## config.mk

```make
export PLATFORM = sky130hd
export DESIGN_NAME = sreg_port
export DESIGN_NICKNAME = d
export VERILOG_FILES = /design/src/rtl/sreg_pkg.sv /design/src/rtl/sreg_sync.sv /design/src/rtl/sreg_frame.sv /design/src/rtl/sreg_file.sv /design/src/rtl/sreg_port.sv
export SDC_FILE = /design/constraint.sdc
export NUM_CORES = 1
export LEC_CHECK = 0
export CAP_MARGIN = 10
export CORE_MARGIN = 2
export CORE_UTILIZATION = 55
export CTS_CLUSTER_SIZE = 30
export DETAILED_ROUTE_END_ITERATION = 10
export GPL_TIMING_DRIVEN = 1
export PLACE_DENSITY = 0.79
export SLEW_MARGIN = 10
export SYNTH_ARGS = -nofsm -noshare
export SYNTH_HDL_FRONTEND = slang
export SYNTH_HIERARCHICAL = 1
export SYNTH_SLANG_ARGS = --single-unit
```

## constraint.sdc

```tcl
create_clock -name clk -period 2.9 [get_ports clk]
set_clock_uncertainty 0.1 [all_clocks]
set_input_delay 0.58 -clock clk [delete_from_list [all_inputs] [get_ports clk]]
set_output_delay 0.58 -clock clk [all_outputs]
set_load 0.03 [all_outputs]
```

## src/rtl/sreg_pkg.sv

```systemverilog
package sreg_pkg;
  localparam int unsigned DEF_NREG   = 5;
  localparam int unsigned DEF_REG_W  = 5;
  localparam int unsigned DEF_ADDR_W = 3;
  localparam int unsigned DEF_DATA_W = 8;
  localparam int unsigned DEF_GAP    = 4;
  localparam int unsigned DEF_SYNC   = 2;

  // serial pin events recovered in the clk domain
  typedef struct packed {
    logic sclk_rise;
    logic sclk_fall;
    logic cs_act;
    logic sdi;
  } port_evt_t;
endpackage

```

## src/rtl/sreg_sync.sv

```systemverilog
module sreg_sync
  import sreg_pkg::*;
#(
  parameter int unsigned STAGES = DEF_SYNC
) (
  input  logic      clk,
  input  logic      rst_n,
  input  logic      sclk,
  input  logic      cs_n,
  input  logic      sdi,
  output port_evt_t evt
);
  localparam int unsigned TOP = STAGES - 1;

  logic [STAGES-1:0] sclk_sh, cs_sh, sdi_sh;
  logic              sclk_d;

  always_ff @(posedge clk or negedge rst_n) begin
    if (!rst_n) begin
      sclk_sh <= '0;
      cs_sh   <= '1;
      sdi_sh  <= '0;
      sclk_d  <= 1'b0;
    end else begin
      sclk_sh <= {sclk_sh[STAGES-2:0], sclk};
      cs_sh   <= {cs_sh[STAGES-2:0], cs_n};
      sdi_sh  <= {sdi_sh[STAGES-2:0], sdi};
      sclk_d  <= sclk_sh[TOP];
    end
  end

  always_comb begin
    evt.sclk_rise = sclk_sh[TOP] & ~sclk_d;
    evt.sclk_fall = ~sclk_sh[TOP] & sclk_d;
    evt.cs_act    = ~cs_sh[TOP];
    evt.sdi       = sdi_sh[TOP];
  end
endmodule

```

## src/rtl/sreg_frame.sv

```systemverilog
module sreg_frame
  import sreg_pkg::*;
#(
  parameter int unsigned NREG   = DEF_NREG,
  parameter int unsigned REG_W  = DEF_REG_W,
  parameter int unsigned ADDR_W = DEF_ADDR_W,
  parameter int unsigned DATA_W = DEF_DATA_W,
  parameter int unsigned GAP    = DEF_GAP,
  localparam int unsigned FRAME = 1 + ADDR_W + GAP + DATA_W,
  localparam int unsigned CNT_W = $clog2(FRAME + 1)
) (
  input  logic              clk,
  input  logic              rst_n,
  input  port_evt_t         evt,
  input  logic [REG_W-1:0]  rd_word,
  output logic [ADDR_W-1:0] reg_addr,
  output logic              wr_en,
  output logic [REG_W-1:0]  wr_data,
  output logic [CNT_W-1:0]  bit_cnt,
  output logic              is_read,
  output logic              dout,
  output logic              dout_en
);
  localparam logic [CNT_W-1:0] C_ADDR_END = CNT_W'(1 + ADDR_W);
  localparam logic [CNT_W-1:0] C_GAP_END  = CNT_W'(1 + ADDR_W + GAP);
  localparam logic [CNT_W-1:0] C_FRAME    = CNT_W'(FRAME);
  localparam logic [CNT_W-1:0] C_LAST     = CNT_W'(FRAME - 1);

  logic [DATA_W-1:0] data_q, data_nx, out_sh;
  logic              addr_ok;

  assign data_nx = {evt.sdi, data_q[DATA_W-1:1]};
  assign addr_ok = (int'(reg_addr) < int'(NREG));

  always_ff @(posedge clk or negedge rst_n) begin
    if (!rst_n) begin
      bit_cnt  <= '0;
      is_read  <= 1'b0;
      reg_addr <= '0;
      data_q   <= '0;
      out_sh   <= '0;
      dout_en  <= 1'b0;
    end else if (!evt.cs_act) begin
      bit_cnt <= '0;
      is_read <= 1'b0;
      dout_en <= 1'b0;
    end else begin
      if (evt.sclk_rise && bit_cnt != C_FRAME) begin
        bit_cnt <= bit_cnt + 1'b1;
        if (bit_cnt == '0)
          is_read <= evt.sdi;
        else if (bit_cnt < C_ADDR_END)
          reg_addr <= {evt.sdi, reg_addr[ADDR_W-1:1]};
        else if (bit_cnt >= C_GAP_END)
          data_q <= data_nx;
      end
      if (evt.sclk_fall) begin
        if (bit_cnt == C_GAP_END && is_read) begin
          dout_en <= 1'b1;
          out_sh  <= {{(DATA_W-REG_W){1'b0}}, rd_word};
        end else if (bit_cnt == C_FRAME) begin
          dout_en <= 1'b0;
        end else if (dout_en) begin
          out_sh <= out_sh >> 1;
        end
      end
    end
  end

  // commit on the last rise only, with the final bit taken straight from the pin
  assign wr_en   = evt.cs_act && evt.sclk_rise && bit_cnt == C_LAST && !is_read && addr_ok;
  assign wr_data = data_nx[REG_W-1:0];
  assign dout    = out_sh[0];
endmodule

```

## src/rtl/sreg_file.sv

```systemverilog
module sreg_file #(
  parameter int unsigned NREG   = 5,
  parameter int unsigned REG_W  = 5,
  parameter int unsigned ADDR_W = 3
) (
  input  logic                  clk,
  input  logic                  rst_n,
  input  logic                  wr_en,
  input  logic [ADDR_W-1:0]     addr,
  input  logic [REG_W-1:0]      wr_data,
  output logic [REG_W-1:0]      rd_data,
  output logic [NREG*REG_W-1:0] cfg
);
  for (genvar g = 0; g < NREG; g++) begin : g_reg
    always_ff @(posedge clk or negedge rst_n) begin
      if (!rst_n)
        cfg[g*REG_W +: REG_W] <= '0;
      else if (wr_en && int'(addr) == g)
        cfg[g*REG_W +: REG_W] <= wr_data;
    end
  end

  always_comb begin
    rd_data = '0;
    for (int k = 0; k < NREG; k++)
      if (int'(addr) == k) rd_data = cfg[k*REG_W +: REG_W];
  end
endmodule

```

## src/rtl/sreg_port.sv

```systemverilog
module sreg_port
  import sreg_pkg::*;
#(
  parameter int unsigned NREG   = DEF_NREG,
  parameter int unsigned REG_W  = DEF_REG_W,
  parameter int unsigned ADDR_W = DEF_ADDR_W,
  parameter int unsigned DATA_W = DEF_DATA_W,
  parameter int unsigned GAP    = DEF_GAP,
  parameter int unsigned SYNC   = DEF_SYNC,
  localparam int unsigned FRAME = 1 + ADDR_W + GAP + DATA_W,
  localparam int unsigned CNT_W = $clog2(FRAME + 1),
  localparam int unsigned CFG_W = NREG * REG_W
) (
  input  logic             clk,
  input  logic             rst_n,
  input  logic             spi_clk,
  input  logic             spi_cs_n,
  input  logic             spi_din,
  output logic             spi_dout,
  output logic             spi_dout_en,
  output logic [CFG_W-1:0] cfg_regs
);
  port_evt_t         evt;
  logic              cs_act;
  logic [ADDR_W-1:0] reg_addr;
  logic              wr_en, is_read;
  logic [REG_W-1:0]  wr_data, rd_word;
  logic [CNT_W-1:0]  bit_cnt;

  assign cs_act = evt.cs_act;

  sreg_sync #(.STAGES(SYNC)) u_sync (
    .clk(clk), .rst_n(rst_n), .sclk(spi_clk), .cs_n(spi_cs_n), .sdi(spi_din), .evt(evt)
  );

  sreg_frame #(
    .NREG(NREG), .REG_W(REG_W), .ADDR_W(ADDR_W), .DATA_W(DATA_W), .GAP(GAP)
  ) u_frame (
    .clk(clk), .rst_n(rst_n), .evt(evt), .rd_word(rd_word), .reg_addr(reg_addr),
    .wr_en(wr_en), .wr_data(wr_data), .bit_cnt(bit_cnt), .is_read(is_read),
    .dout(spi_dout), .dout_en(spi_dout_en)
  );

  sreg_file #(.NREG(NREG), .REG_W(REG_W), .ADDR_W(ADDR_W)) u_file (
    .clk(clk), .rst_n(rst_n), .wr_en(wr_en), .addr(reg_addr), .wr_data(wr_data),
    .rd_data(rd_word), .cfg(cfg_regs)
  );
endmodule

```

==> results.tsv, run 1 <==
metric	value	unit
share of cells above drive strength 1	29.55	%
DIE WIDTH	71.66	um
DR WL/cell	18.99	um
First DRT Iteration DRCs	97	
CTS max path bufs	2	
Area Growth Syn to Fin	18.74	%
Pwr Total	1.558	mW
post-route cell area	2989	sq um
crit path launch type	flip-flop	
Cells after Synth	189	
outcome	finished, final reports clean	
Hold Worst Slack	0.09584	ns
instance count on the critical path	6	
Detail Route Antenna Nets	0	
routed vias	1603	
number of iterations in the first detailed-routing pass	4	
main area contributors after synthesis	dfrtp_1 (52%), mux2_2 (16%), mux2i_1 (4.0%), buf_4 (2.7%), dfstp_2 (2.1%)	
Synthesis Warnings	6	
post-route setup slack	0.4567	ns
Clock Latency Late Sink	0.30	ns
Register-to-Register Path Depth	6	
peak supply drop	297.0	uV
final critical-path share of the clock period	84.25	%
Post-synth EDFFs	0	
DR DRC count	0	
Final setup viols	0	
FP Rows	24	
number of port buffers	31	
I/O Pins	32	
asr flop ratio synth	100.0	%
total CTS buffers	5	
nets@finish	227	
die area	5134	sq um
RSZ-0062 raised after global routing	no	
core area	4384	sq um
Yosys cell types	42	
Placed Cells	264	
Slew @ Worst Pin	0.6891	ns
syn_nets	197	
Synth Flop Type	dfrtp_1	
hold buffer count at CTS	0	
Setup Slack @ Placement	0.1930	ns
endpoints failing hold	0	
maxcap violations	0	
post-layout minimum cycle time	2.443	ns
Hold Path Class	input pin to asynchronous set/reset pin	
WP data arrival	2.53	ns
CTS H-tree lvls	2	
Yosys reg bits	54	
vias in the first global route	1686	
CP peak stage delay	0.48	ns
register area share after synthesis	53.78	%
Synth area leader	dfrtp_1	
largest net degree at the start of global routing	21	
non-filler instance count after layout	272	
Buf/Inv on CP	0	
Reg clk slew, reported paths	0.09	ns
worst-path fanout max	5	
initial antenna violation count	0	
top cell type's share of synthesized area	51.69	%
fin. max-slew vios	0	
Worst Setup End Kind	flip-flop	
syn avg cell area	13.32	sq um
CTS tree	built	
number of diodes	0	
Initial Util	57.42	%
Post-DP HPWL	3734	um
Leakage	1.366	nW
CP dominant cell by count	ha_1	
CP max stage cell	dfrtp_1	
Slew Limit Headroom	53.89	%
first-pass GRT wire length	8680	um
Post-DP Area	2840	sq um
TNS Setup	0	ns
CP Cell Sequence	ha_1 -> and3_1 -> ha_1 -> nor4b_2 -> nor4b_4 -> mux2_2	
DR vias/cell	5.893	
Mapped Area	2517	sq um
critical path class	flip-flop to flip-flop	
CTS sink cnt	54	
GRT Util Overall	22.12	%
Layout Utilization	68.18	%
WL final	5164	um
GPL Wtd Cong	0.9570	
Fmax achieved	409.3	MHz
Post-synth top cells	dfrtp_1 (52), mux2_2 (36), mux2i_1 (10)	
Remaining Overflow, GRT	0	
Root Driver	clkbuf_8	
PwrDens	521.1	nW/um^2
chip height	71.66	um
Worst Path Required	2.99	ns
count leader, synth	dfrtp_1	
Top Family by Delay on Critical Path	simple AND/OR/NAND/NOR gates	
## sequential cells by signal, indices dropped and copies added (netlist names)
register,count
u_sync/sclk_sh,2
u_frame/reg_addr,3
u_sync/sdi_sh,2
u_file/cfg,25
u_frame/data_q,7
u_frame/dout_en,1
u_sync/sclk_d,1
u_frame/is_read,1
u_sync/cs_sh,2
u_frame/bit_cnt,5
u_frame/out_sh,5
## layout by cell type, fill, tap and decap left out, types with 2 or more instances in the layout
| cell | n |
|---|---|
| dfstp_2 | 2 |
| clkdlybuf4s50_1 | 30 |
| and3_1 | 7 |
| mux2_2 | 36 |
| a221o_1 | 4 |
| buf_4 | 5 |
| and2_1 | 3 |
| nor2b_1 | 3 |
| xnor2_1 | 3 |
| ha_1 | 3 |
| mux2i_1 | 10 |
| o32ai_1 | 3 |
| a31o_2 | 5 |
| clkbuf_8 | 6 |
| a21boi_0 | 2 |
| dfrtp_1 | 52 |
| inv_1 | 6 |
| nor3_1 | 2 |
| bufinv_16 | 2 |
| nand2b_1 | 2 |
| nand2_1 | 4 |
| nor2_1 | 4 |
| a21oi_1 | 2 |
| nand3_1 | 4 |
## path summary, 6_finish.rpt
kind | from | end | slack (ns)
worst max register to register | u_frame/bit_cnt[0] | u_file/cfg[0] | 0.46
worst min-delay path | rst_n | u_file/cfg[21] | 0.1
max in group asynchronous | rst_n | u_sync/cs_sh[1] | 1.95
worst max-delay path | u_frame/bit_cnt[0] | u_file/cfg[0] | 0.46
worst min register to register | u_sync/cs_sh[0] | u_sync/cs_sh[1] | 0.26
min in group clk | u_sync/cs_sh[0] | u_sync/cs_sh[1] | 0.26
## worst reg2reg max path, stage by stage, from the launching register on
cell	delay, ns
dfrtp_1	0.48
ha_1	0.22
and3_1	0.16
ha_1	0.13
nor4b_2	0.38
nor4b_4	0.47
mux2_2	0.40
## cells by family after synthesis
family	count (synthesis)	share of synthesized area, %
AO/OA/AOI/OAI	22	7.306
XOR/XNOR	3	1.044
adder cells (fa/ha/maj)	3	1.491
buffers and inverters	19	4.274
flip-flops	54	53.78
multiplexers	46	20.08
AND/OR/NAND/NOR	42	12.03
## area by class of cell
| cell class | count | area [sq um] |
|---|---|---|
| well taps | 52 | 65.06 |
| clock inverters | 2 | 60.06 |
| inverters | 6 | 22.52 |
| clock buffers | 6 | 82.58 |
| multi-input cells | 116 | 1062 |
| repair buffers | 36 | 342.8 |
| flip-flops and latches | 54 | 1354 |
| fillers | 303 | 1395 |
## power by group
group | switching, mW | total (mW) | internal, mW | leakage [nW]
registers | 0.0189 | 0.792 | 0.773 | 0.732
clock network | 0.233 | 0.601 | 0.368 | 0.0714
logic | 0.101 | 0.164 | 0.0636 | 0.562
## repair_timing
| action | in CTS | in global routing |
|---|---|---|
| endpoints found under the setup margin | 0 | 5 |
| buffers inserted | 0 | 0 |
| hold endpoints to repair | 0 | 0 |
| gates resized for setup | 0 | 1 |
## metal layers
layer	share of wire [%]	wire, um	track usage [%]
met1	45	2316	29.51
met2	50	2602	36.93
met3	3.3	171	4.219
met4	1.4	74	6.709
met5	0	0	0
Power figures use the tool's default switching activity.
==> run 2: changes to the inputs <==
--- a/config.mk
+++ b/config.mk
@@ -7,11 +7,11 @@
 export LEC_CHECK = 0
 export CAP_MARGIN = 10
 export CORE_MARGIN = 2
-export CORE_UTILIZATION = 55
+export CORE_UTILIZATION = 49
 export CTS_CLUSTER_SIZE = 30
 export DETAILED_ROUTE_END_ITERATION = 10
 export GPL_TIMING_DRIVEN = 1
-export PLACE_DENSITY = 0.79
+export PLACE_DENSITY = 0.75
 export SLEW_MARGIN = 10
 export SYNTH_ARGS = -nofsm -noshare
 export SYNTH_HDL_FRONTEND = slang
==> constraint.sdc (replaced) <==
create_clock -name clk -period 2.1 [get_ports clk]
set_clock_uncertainty 0.1 [all_clocks]
set_input_delay 0.42 -clock clk [delete_from_list [all_inputs] [get_ports clk]]
set_output_delay 0.42 -clock clk [all_outputs]
set_load 0.03 [all_outputs]
==> run 2 against run 1 <==
Effect of this change: the run now ends with negative setup slack left; design area increased by 6.3%; worst setup slack worse by 0.50 ns; wire length grew 0.17%; clock power rose by 16%; utilization shrank 5.2 points; hold slack improved by 0.16 ns; non-clock buffer count grew 16; clock-buffer cell count decreased by 1; first-iteration DRC count is 1.0% higher.
==> results.tsv, run 2 (synthesis gave the netlist of run 1 again) <==
metric	value	unit
outcome	finished with violations	
violated checks	negative setup slack	
Register-to-Register Path Depth	7	
Fmax achieved	466.9	MHz
worst hold start	u_sync/sdi_sh[0]	
Remaining Overflow, GRT	0	
Initial Util	49.93	%
Slew @ Worst Pin	0.4809	ns
max FFs per register	25	
Detail Route Antenna Nets	0	
Post-DP HPWL	3631	um
WL final	5173	um
RSZ-0062 raised after global routing	yes	
Worst Path Required	2.20	ns
post-layout minimum cycle time	2.142	ns
CTS tree	built	
Final setup viols	19	
number of diodes	0	
Reg clk slew, reported paths	0.09	ns
Clock Latency Late Sink	0.31	ns
PwrDens	639.7	nW/um^2
Root Driver	clkbuf_8	
Hold Worst Slack	0.2552	ns
post-route setup slack	-0.04186	ns
peak supply drop	600.8	uV
endpoints failing hold	0	
die area	5727	sq um
First DRT Iteration DRCs	98	
largest net degree at the start of global routing	23	
nets@finish	243	
first-pass GRT wire length	8169	um
crit path from	u_frame/bit_cnt[1]	
Reg with most FFs	u_file/cfg	
fillers	380	
I/O Pins	32	
worst-path fanout max	5	
Leakage	1.433	nW
DR WL/cell	16.91	um
share of cells above drive strength 1	35.59	%
vias in the first global route	1590	
FF-to-FF End	u_file/cfg[14]	
WP data arrival	2.24	ns
GPL Wtd Cong	0.8087	
Layout Utilization	63.00	%
reg2reg setup slack	-0.04	ns
maxcap violations	0	
CTS H-tree lvls	2	
Area Growth Syn to Fin	26.19	%
commonest non-fill, non-tap cell in the layout	dfrtp_1	
crit path capture	u_file/cfg[14]	
largest registers	u_file/cfg (25), u_frame/data_q (7)	
FP Rows	26	
Hold Path Class	flip-flop to flip-flop	
final critical-path share of the clock period	102.0	%
Slew Limit Headroom	67.68	%
DR vias/cell	5.399	
crit path launch type	flip-flop	
routed vias	1652	
GRT Util Overall	19.56	%
DR DRC count	0	
commonest non-fill, non-tap cells in the layout	dfrtp_1 (52), clkdlybuf4s50_1 (30), mux2_2 (26)	
worst r2r src	u_frame/bit_cnt[1]	
Worst Setup End Kind	flip-flop	
total CTS buffers	5	
CTS sink cnt	54	
CTS max path bufs	2	
fin. max-slew vios	0	
chip height	75.68	um
number of iterations in the first detailed-routing pass	4	
core area	5042	sq um
critical path class	flip-flop to flip-flop	
number of port buffers	31	
DIE WIDTH	75.68	um
initial antenna violation count	0	
[run 2: final cells by class]
cell class                 count  area [sq um]  area share (%)
multi-input combinational    116          1130           35.57
tap                           70         87.58           2.757
clock inverter                 3         45.04           1.418
clock buffer                   5         68.82           2.166
timing repair buffer          52         469.2           14.77
inverter                       6         22.52          0.7089
sequential                    54          1354           42.62
[run 2: worst min-delay path by stage]
stage | end | slack, ns | depth (start not counted)
floorplan | u_file/cfg[0] | 0.02 | 0
global placement | u_sync/sdi_sh[1] | 0.23 | 0
detailed placement | u_sync/sdi_sh[1] | 0.24 | 0
CTS | u_sync/cs_sh[1] | 0.26 | 0
global route | u_sync/sdi_sh[1] | 0.26 | 0
finish | u_sync/sdi_sh[1] | 0.26 | 0
[run 2: worst max-delay path: stages, from the launching register on]
cell      delay, ns
dfrtp_1        0.38
ha_2           0.18
and3_4         0.20
ha_4           0.12
nor4b_4        0.25
buf_4          0.17
and4bb_4       0.32
mux2_4         0.31
[run 2: what timing repair did]
item / in CTS / in global routing
pin swaps: 1 / 1
endpoints found under the hold margin: 18 / 0
gates cloned: 0 / 0
hold buffers: 1 / 0
setup buffers: 1 / 2
resized for setup: 5 / 11
endpoints found under the setup margin: 9 / 25
[run 2: where the power goes]
group          switching [mW]  total [mW]  internal, mW  leakage, nW
Clock                   0.342       0.697         0.355       0.0504
Combinational           0.153       0.251        0.0983        0.651
Sequential             0.0161        1.08          1.07        0.732
Total                   0.511        2.03          1.52         1.43
[run 2: metrics by stage]
| step | setup WS (ns) | instances | instance area (sq um) | total power [mW] | TNS, ns |
|---|---|---|---|---|---|
| 2_1_floorplan | 0.03075 | 189 | 2532 | 1.279 | 0 |
| 3_3_place_gp | 0.05540 | 294 | 2968 | 1.348 | 0 |
| 3_5_place_dp | -0.01098 | 294 | 2968 | 1.352 | -0.04484 |
| 4_1_cts | -0.02770 | 304 | 3123 | 2.051 | -0.1632 |
| 5_1_grt | -0.09794 | 306 | 3177 | 2.117 | -1.356 |
| 6_report | -0.04186 | 306 | 3177 | 2.032 | -0.3883 |
[run 2: routing by layer]
metal	vias up	share of wire [%]	global-route usage (%)
met5	-	0	0
met4	0	0.75	4.678
li1	772	-	-
met1	841	47	28.06
met3	4	4.0	4.762
met2	35	48	30.24
==> run 3: changes to the inputs <==
--- a/config.mk
+++ b/config.mk
@@ -7,11 +7,11 @@
 export LEC_CHECK = 0
 export CAP_MARGIN = 10
 export CORE_MARGIN = 2
-export CORE_UTILIZATION = 49
+export CORE_UTILIZATION = 55
 export CTS_CLUSTER_SIZE = 30
 export DETAILED_ROUTE_END_ITERATION = 10
 export GPL_TIMING_DRIVEN = 1
-export PLACE_DENSITY = 0.75
+export PLACE_DENSITY = 0.79
 export SLEW_MARGIN = 10
 export SYNTH_ARGS = -nofsm -noshare
 export SYNTH_HDL_FRONTEND = slang
==> constraint.sdc (replaced) <==
create_clock -name clk -period 2.3 [get_ports clk]
set_clock_uncertainty 0.1 [all_clocks]
set_input_delay 0.46 -clock clk [delete_from_list [all_inputs] [get_ports clk]]
set_output_delay 0.46 -clock clk [all_outputs]
set_load 0.03 [all_outputs]
==> run 3 against run 2 <==
Effect of this change: the run now ends clean; utilization up 6.1 points; global-route usage grew 2.3 points; die area is 10% lower; design area decreased by 4.6%; maximum frequency down 0.18%; worst setup slack better by 0.20 ns; critical endpoint is now u_file/cfg[20]; largest power group unchanged.
==> results.tsv, run 3 (synthesis gave the netlist of run 1 again) <==
metric	value	unit
outcome	finished, final reports clean	
max FFs per register	25	
FP Rows	24	
non-filler instance count after layout	282	
Initial Util	57.42	%
first-pass GRT wire length	8749	um
WP data arrival	2.23	ns
CTS sink cnt	54	
Post-DP HPWL	3678	um
Reg clk slew, reported paths	0.09	ns
die area	5134	sq um
PwrDens	604.4	nW/um^2
GPL Wtd Cong	0.8808	
maxcap violations	0	
Pwr Total	1.832	mW
GRT Util Overall	21.90	%
Worst Path Required	2.38	ns
DR vias/cell	5.844	
fin. max-slew vios	0	
DR DRC count	0	
largest registers	u_file/cfg (25), u_frame/data_q (7)	
WL final	5079	um
hold buffer count at CTS	0	
CTS tree	built	
peak supply drop	376.3	uV
DR WL/cell	18.01	um
CTS H-tree lvls	2	
commonest non-fill, non-tap cells in the layout	dfrtp_1 (52), mux2_2 (36), clkdlybuf4s50_1 (30)	
Clock Latency Late Sink	0.29	ns
Buf/Inv on CP	1	
post-layout minimum cycle time	2.146	ns
CP peak stage delay	0.37	ns
number of iterations in the first detailed-routing pass	4	
critical path class	flip-flop to flip-flop	
chip height	71.66	um
Root Driver	clkbuf_8	
core area	4384	sq um
nets@finish	237	
number of port buffers	31	
initial antenna violation count	0	
Detail Route Antenna Nets	0	
CP max stage cell	dfrtp_1	
DIE WIDTH	71.66	um
commonest non-fill, non-tap cell in the layout	dfrtp_1	
CP Cell Sequence	ha_1 -> and3_1 -> ha_1 -> nor4b_2 -> buf_4 -> and3_1 -> mux2_2	
Hold Path Class	input pin to asynchronous set/reset pin	
Final setup viols	0	
Remaining Overflow, GRT	0	
Reg with most FFs	u_file/cfg	
RSZ-0062 raised after global routing	no	
Leakage	1.400	nW
First DRT Iteration DRCs	108	
number of diodes	0	
Slew @ Worst Pin	0.5552	ns
share of cells above drive strength 1	31.74	%
worst-path fanout max	5	
Slew Limit Headroom	62.98	%
Worst Setup End Kind	flip-flop	
Fmax achieved	466.0	MHz
TNS Setup	0	ns
largest net degree at the start of global routing	26	
crit path launch type	flip-flop	
CTS max path bufs	2	
Placed Cells	274	
vias in the first global route	1723	
Top Family by Delay on Critical Path	simple AND/OR/NAND/NOR gates	
routed vias	1648	
endpoints failing hold	0	
I/O Pins	32	
reg2reg setup slack	0.15	ns
total CTS buffers	5	
final critical-path share of the clock period	93.29	%
Area Growth Syn to Fin	20.43	%
-- run 3: cell count changes in the layout (fill, tap and decap cells not counted), sizes merged --
cell and change:
buf -5, clkbuf +2, clkinvlp -2, dlygate4sd3 -1
-- run 3: path summary, 6_finish.rpt --
kind | cells after the start | end | startpoint
setup / recovery | 7 | u_file/cfg[20] | u_frame/bit_cnt[0]
hold / removal | 1 | u_file/cfg[1] | rst_n
setup reg to reg | 7 | u_file/cfg[20] | u_frame/bit_cnt[0]
hold reg to reg | 0 | u_sync/sdi_sh[1] | u_sync/sdi_sh[0]
max in group asynchronous | 2 | u_file/cfg[6] | rst_n
min in group clk | 0 | u_sync/sdi_sh[1] | u_sync/sdi_sh[0]
-- run 3: per-stage QoR --
stage / util [%] / worst slack, ns / cell area [sq um] / hold slack [ns]
final: 69.15 / 0.1542 / 3032 / 0.03509
after global placement: 66.64 / 0.1786 / 2922 / 0.2329
after global routing: 69.15 / 0.02951 / 3032 / 0.07479
after CTS: 69.06 / 0.1121 / 3028 / 0.04677
after detailed placement: 66.64 / 0.1489 / 2922 / 0.2401
after floorplan: - / 0.1706 / 2524 / 0.06441
-- run 3: final cells by class --
cell class	instances	area, sq um
well taps	52	65.06
flip-flops and latches	54	1354
multi-input cells	116	1066
clock buffers	7	76.32
clock inverters	1	30.03
inverters	6	22.52
repair buffers	46	417.9
fillers	324	1353
-- run 3: report_power, final --
group	switching (mW)	internal [mW]	leakage, nW
Clock	0.290	0.326	0.0524
Combinational	0.139	0.0877	0.615
Sequential	0.0143	0.975	0.732
-- run 3: per-layer routing --
| metal | routed length, um | up-vias | global-route usage [%] |
|---|---|---|---|
| met1 | 2336 | 839 | 31.31 |
| met3 | 208 | 8 | 4.923 |
| met2 | 2469 | 42 | 33.95 |
| met5 | 0 | - | 0 |
| met4 | 65 | 0 | 6.080 |
| li1 | - | 759 | - |
-- run 3: what timing repair did --
action / CTS / global route
resized for setup: 0 / 1
buffers inserted: 0 / 0
setup endpoints to repair: 0 / 5
